<file path="config.mk">
export PLATFORM = sky130hd
export DESIGN_NAME = llsc_monitor
export DESIGN_NICKNAME = d
export VERILOG_FILES = /design/src/rtl/llsc_pkg.sv /design/src/rtl/llsc_blk_cmp.sv /design/src/rtl/llsc_cancel_merge.sv /design/src/rtl/llsc_resv_reg.sv /design/src/rtl/llsc_monitor.sv
export SDC_FILE = /design/constraint.sdc
export NUM_CORES = 1
export LEC_CHECK = 0
export ABC_AREA = 0
export BUFFER_PORTS_ARGS = -buffer_cell sky130_fd_sc_hd__buf_4
export CELL_PAD_IN_SITES_DETAIL_PLACEMENT = 1
export CELL_PAD_IN_SITES_GLOBAL_PLACEMENT = 2
export CORE_MARGIN = 2
export CORE_UTILIZATION = 26
export CTS_CLUSTER_DIAMETER = 50
export DETAILED_ROUTE_END_ITERATION = 12
export GPL_ROUTABILITY_DRIVEN = 0
export PLACE_DENSITY_LB_ADDON = 0.1
export SLEW_MARGIN = 20
export SYNTH_ARGS = -nofsm -noshare
export SYNTH_HDL_FRONTEND = slang
export SYNTH_SLANG_ARGS = --single-unit
</file>
<file path="constraint.sdc">
create_clock -name clk -period 1.8 [get_ports clk]
set_input_delay 0.36 -clock clk [delete_from_list [all_inputs] [get_ports clk]]
set_output_delay 0.36 -clock clk [all_outputs]
set_load 0.05 [all_outputs]
</file>
<file path="src/rtl/llsc_pkg.sv">
// Package: shared types for the reservation monitor.
// Assumes nothing beyond being compiled first.
package llsc_pkg;

    // Cancelling causes seen in one cycle.
    typedef struct packed {
        logic irq;
        logic exc;
        logic priv;
        logic snoop_hit;
    } llsc_cancel_t;

    // Outcome of a store-conditional.
    typedef struct packed {
        logic done;
        logic ok;
        logic wr_en;
    } llsc_result_t;

endpackage

</file>
<file path="src/rtl/llsc_blk_cmp.sv">
// Block comparator: reports whether two addresses fall in the same aligned
// block of 2**OFS_W bytes. Assumes OFS_W < ADDR_W.
module llsc_blk_cmp #(
    parameter int ADDR_W = 32,
    parameter int OFS_W  = 4
) (
    input  logic [ADDR_W-1:0] addr_a,
    input  logic [ADDR_W-1:0] addr_b,
    output logic              same_blk
);
    localparam int BLK_W = ADDR_W - OFS_W;

    logic [BLK_W-1:0] blk_a;
    logic [BLK_W-1:0] blk_b;

    // Drop the byte offset and compare the block numbers.
    always_comb begin
        blk_a    = addr_a[ADDR_W-1:OFS_W];
        blk_b    = addr_b[ADDR_W-1:OFS_W];
        same_blk = (blk_a == blk_b);
    end
endmodule

</file>
<file path="src/rtl/llsc_cancel_merge.sv">
// Cancel merge: collects the cycle's cancelling causes into one struct and
// one flag. A snooped write counts when it hits the held reservation or the
// block being loaded in the same cycle. Assumes all inputs are single-cycle.
module llsc_cancel_merge
    import llsc_pkg::*;
(
    input  logic         irq_taken,
    input  logic         exc_taken,
    input  logic         priv_call,
    input  logic         snp_vld,
    input  logic         snp_hits_held,
    input  logic         held_lock,
    input  logic         ll_vld,
    input  logic         snp_hits_new,
    output llsc_cancel_t cause,
    output logic         any_cancel
);
    // Form the cause vector and its OR.
    always_comb begin
        cause.irq       = irq_taken;
        cause.exc       = exc_taken;
        cause.priv      = priv_call;
        cause.snoop_hit = snp_vld && ((held_lock && snp_hits_held) ||
                                      (ll_vld && snp_hits_new));
        any_cancel      = cause.irq | cause.exc | cause.priv | cause.snoop_hit;
    end
endmodule

</file>
<file path="src/rtl/llsc_resv_reg.sv">
// Reservation register: holds the lock flag and the reserved block address.
// Priority: a cancel clears the lock; otherwise a load-locked arms it;
// otherwise a store-conditional clears it. Synchronous active-low reset.
module llsc_resv_reg #(
    parameter int ADDR_W = 32
) (
    input  logic              clk,
    input  logic              rst_n,
    input  logic              arm,
    input  logic [ADDR_W-1:0] arm_addr,
    input  logic              sc_seen,
    input  logic              cancel,
    output logic              lock_q,
    output logic [ADDR_W-1:0] addr_q
);
    // Update the lock flag under the priority above.
    always_ff @(posedge clk) begin
        if (!rst_n)       lock_q <= 1'b0;
        else if (cancel)  lock_q <= 1'b0;
        else if (arm)     lock_q <= 1'b1;
        else if (sc_seen) lock_q <= 1'b0;
    end

    // Capture the address on every load-locked.
    always_ff @(posedge clk) begin
        if (!rst_n)   addr_q <= '0;
        else if (arm) addr_q <= arm_addr;
    end
endmodule

</file>
<file path="src/rtl/llsc_monitor.sv">
// Reservation monitor top: judges each store-conditional against the lock
// and stored block, and registers the result for the next store stage.
// Assumes at most one load-locked and one store-conditional per cycle, and
// that cancelling events are single-cycle pulses. Synchronous active-low reset.
module llsc_monitor
    import llsc_pkg::*;
#(
    parameter int ADDR_W    = 32,
    parameter int BLK_BYTES = 16
) (
    input  logic              clk,
    input  logic              rst_n,
    input  logic              ll_vld,
    input  logic [ADDR_W-1:0] ll_addr,
    input  logic              sc_vld,
    input  logic [ADDR_W-1:0] sc_addr,
    input  logic              snp_vld,
    input  logic [ADDR_W-1:0] snp_addr,
    input  logic              irq_taken,
    input  logic              exc_taken,
    input  logic              priv_call,
    output logic              sc_done,
    output logic              sc_ok,
    output logic              sc_wr_en
);
    localparam int OFS_W = (BLK_BYTES > 1) ? $clog2(BLK_BYTES) : 1;

    logic              lock_q;
    logic [ADDR_W-1:0] resv_addr;
    logic              sc_hit, snp_hit_held, snp_hit_new;
    logic              any_cancel;
    llsc_cancel_t      cause;
    llsc_result_t      res_d, res_q;

    llsc_blk_cmp #(.ADDR_W(ADDR_W), .OFS_W(OFS_W)) u_cmp_sc (
        .addr_a(sc_addr), .addr_b(resv_addr), .same_blk(sc_hit)
    );
    llsc_blk_cmp #(.ADDR_W(ADDR_W), .OFS_W(OFS_W)) u_cmp_snp_held (
        .addr_a(snp_addr), .addr_b(resv_addr), .same_blk(snp_hit_held)
    );
    llsc_blk_cmp #(.ADDR_W(ADDR_W), .OFS_W(OFS_W)) u_cmp_snp_new (
        .addr_a(snp_addr), .addr_b(ll_addr), .same_blk(snp_hit_new)
    );

    llsc_cancel_merge u_merge (
        .irq_taken(irq_taken), .exc_taken(exc_taken), .priv_call(priv_call),
        .snp_vld(snp_vld), .snp_hits_held(snp_hit_held), .held_lock(lock_q),
        .ll_vld(ll_vld), .snp_hits_new(snp_hit_new),
        .cause(cause), .any_cancel(any_cancel)
    );

    llsc_resv_reg #(.ADDR_W(ADDR_W)) u_resv (
        .clk(clk), .rst_n(rst_n), .arm(ll_vld), .arm_addr(ll_addr),
        .sc_seen(sc_vld), .cancel(any_cancel),
        .lock_q(lock_q), .addr_q(resv_addr)
    );

    // Judge the store-conditional against the held reservation.
    always_comb begin
        res_d.done  = sc_vld;
        res_d.ok    = sc_vld && lock_q && sc_hit && !any_cancel;
        res_d.wr_en = res_d.ok;
    end

    // Register the result for the store stage.
    always_ff @(posedge clk) begin
        if (!rst_n) res_q <= '0;
        else        res_q <= res_d;
    end

    assign sc_done  = res_q.done;
    assign sc_ok    = res_q.ok;
    assign sc_wr_en = res_q.wr_en;
endmodule

</file>
==> impl_results.md <==
* Internal power at 0.00138 W
* Placed cell areas at 2940 µm²
* First-pass DRT Iterations at 4
* Clock Skew at approximately 1.4 ps
* Status: finished, final reports clean
* Slowest CP cell: or4_1
* Min Hold Slack at ~260 ps
* Worst-margin pin slew at around 530 ps
* YS warnings at 0
* Port bufs at 94
* Crit path max fanout at 3
* RSZ-0062 raised after global routing: no
* Core area at just under 8000 µm²
* Clock network power share at around 32%
* CP max stage delay at ~570 ps
* Peak supply drop at ~0.2 mV
* Antenna-violating nets left at 0
* Nature of the critical path endpoint: flop
* Antenna cells at 0
* Post-CTS Resized at 0
* Post-synthesis cell type count at 20
* Yosys top cell by area: dfxtp_1
* Fmax at between 0.6 and 0.7 GHz
* Commonest non-fill, non-tap cells in the layout: buf_4 (101), xnor2_1 (54), dfxtp_1 (31)
* DR iter-0 viols at 26
* DR vias at between 1500 and 2000
* Comb pwr share at a little over a quarter
* Worst path required time at 1960 ps
* CTS Buf Count at 5
* Commonest non-fill, non-tap cell in the layout: buf_4
* Vert. Die Dim at roughly 94 µm
* Syn_area_per_cell at slightly below 10 µm²
* Design area at between 3000 and 4000 µm²
* Area growth, synth to finish at 45.5%
* Switching power at slightly above 0.0005 W
* Cts hold-fix bufs at 0
* Worst R2R Path Depth at 5
* Clock transition at path regs at 60 ps
* Post-CTS Setup Inserts at 0
* Largest net degree at the start of global routing at 31
* Count of final setup violators at 0
* Maxcap violations at 0
* Worst Min Path Start: snp_vld
* H-tree levels at 2
* Placed cells at between 400 and 500
* DRC Markers at 0
* Non-filler cells, final at between 400 and 500
* Share of the synthesized area in the top cell type at approximately 30%
* Final Hold Viols at 0
* Synthesized net count at between 300 and 400
* Gr ovfl total at 0
* Root buffer cell: clkbuf_8
* Initial Util at 26.9%
* Die Area at roughly 8800 µm²
* Switching power share of the total at roughly 27%
* Pleak at ~1.3 nW
* Post-synthesis instance area at around 2100 µm²
* Post-synthesis sequential area ratio at 29.7%
* Pins Over Slew Limit at 0
* Post-Syn Instances at 216
* Post-DP HPWL at about 5400 µm
* Clk_lat worst skew at around 270 ps
* Number of global-route vias before repair at 1901
* Slew headroom at 64.4%
* Worst hold endpoint: u_resv.lock_q
* Layout Nets at ~420
* Row cnt at 32
* Hold path depth at 2
* Routed WL per cell at between 15 and 20 µm
* Die X at roughly 94 µm
* Sequential share of power at 40.6%
* PwrDens at between 600 and 700 nW/µm²
* #FFs+latches synth at 31
* CTS tree: yes
* CTS Sinks at 31
* Arrival @ worst endpoint at roughly 1800 ps
* Layout cells sized above 1 at between 30% and 40%
* Hold Crit Class: in2reg
* Type of origin of the critical path: flop
* Global-route usage over all layers at approximately 15%
* First-pass GRT wire length at ~10000 µm
* Worst R2R Setup Slack at around 140 ps
* Antenna violations before repair at 0
* Final Cycle Share at between 90% and 100%
* CP Cell Sequence: xnor2_1, nand4_1, or4_1, o22ai_2, a21oi_1
* Reg-to-reg startpoint: u_resv.addr_q[8]
* Via density per instance at ~4.3
* Number of I/O pins at approximately 110
* Synth area leaders: dfxtp_1 (30%), xnor2_1 (23%), mux2i_1 (13%)
* FF-to-FF End: sc_wr_en
* Setup Crit Path Kind: reg2reg
* Post-layout min period at 1660 ps
* Drt total wl at between 6000 and 7000 µm
* Max Buffers Root-to-Sink at 2
power groups by stage:
| stage | clock network, W | registers (W) | logic (W) |
|---|---|---|---|
| global route | 0.000667 | 0.000771 | 0.000569 |
| global placement | 0 | 0.000781 | 0.000523 |
| CTS | 0.000635 | 0.000766 | 0.000529 |
| floorplan | 0 | 0.000778 | 0.000252 |
| detailed placement | 0 | 0.000782 | 0.000526 |
| finish | 0.000604 | 0.000766 | 0.000517 |
logic make-up after synthesis:
logic type             count (synthesis)  share of synthesized area [%]
XOR/XNOR                              84                           35.2
AND/OR/NAND/NOR                       62                           18.8
flip-flops                            31                           29.7
multiplexers                          28                           13.4
buffers and inverters                  7                           1.61
AO/OA/AOI/OAI                          4                           1.32
flip-flops by register name, summed over array words and instances (netlist names):
name           count
u_resv.addr_q     28
sc_done            1
sc_wr_en           1
u_resv.lock_q      1
worst max path at each step:
stage / endpoint / start
after global routing: sc_wr_en / u_resv.addr_q[6]
after floorplan: sc_wr_en / ll_addr[7]
after global placement: sc_wr_en / ll_addr[13]
final: sc_wr_en / u_resv.addr_q[8]
after detailed placement: sc_wr_en / ll_addr[14]
after CTS: sc_wr_en / u_resv.addr_q[6]
metrics by stage:
step                TNS [ps]  power [W]  setup slack, ps  util, %
finish                     0    0.00189              141     39.2
CTS                        0    0.00193              116     39.2
global placement       -76.1    0.00130            -40.6     37.9
detailed placement     -65.1    0.00131            -32.6     37.9
floorplan                  0    0.00103              323        -
global route               0    0.00201             53.7     39.2
critical path: cells and delay by family, from the launching register on:
kind / cells / cell delay [ps]
AO/OA/AOI/OAI: 2 / 280
XOR/XNOR: 1 / 240
flip-flops: 1 / 350
AND/OR/NAND/NOR: 2 / 680
routing by layer:
layer | vias up | GRT usage [%] | routed length, µm
met5 | - | 0 | 0
met3 | 2 | 3.37 | 381
li1 | 935 | - | -
met4 | 0 | 2.54 | 25
met2 | 58 | 24.5 | 3030
met1 | 814 | 20.1 | 2980
cell type report:
cell class	instances	area, µm²
sequential	31	621
clock buffer	8	100
tap	102	128
fill	956	4720
multi-input combinational	178	1440
timing repair buffer	101	758
cell usage after synthesis:
cell type  instances
clkbuf_1           3
nor4b_1            1
and2_1             1
dfxtp_1           31
nand4_1           12
nor2b_1           29
a21oi_1            2
xor2_1            30
nor4_1             8
nand3_1            3
nand4_2            2
o21ai_0            1
xnor2_1           54
nand2_1            2
mux2i_1           28
or4_1              2
nor3_1             2
buf_4              1
buf_2              3
o22ai_2            1
No activity file was read; power rests on OpenSTA's default activity.
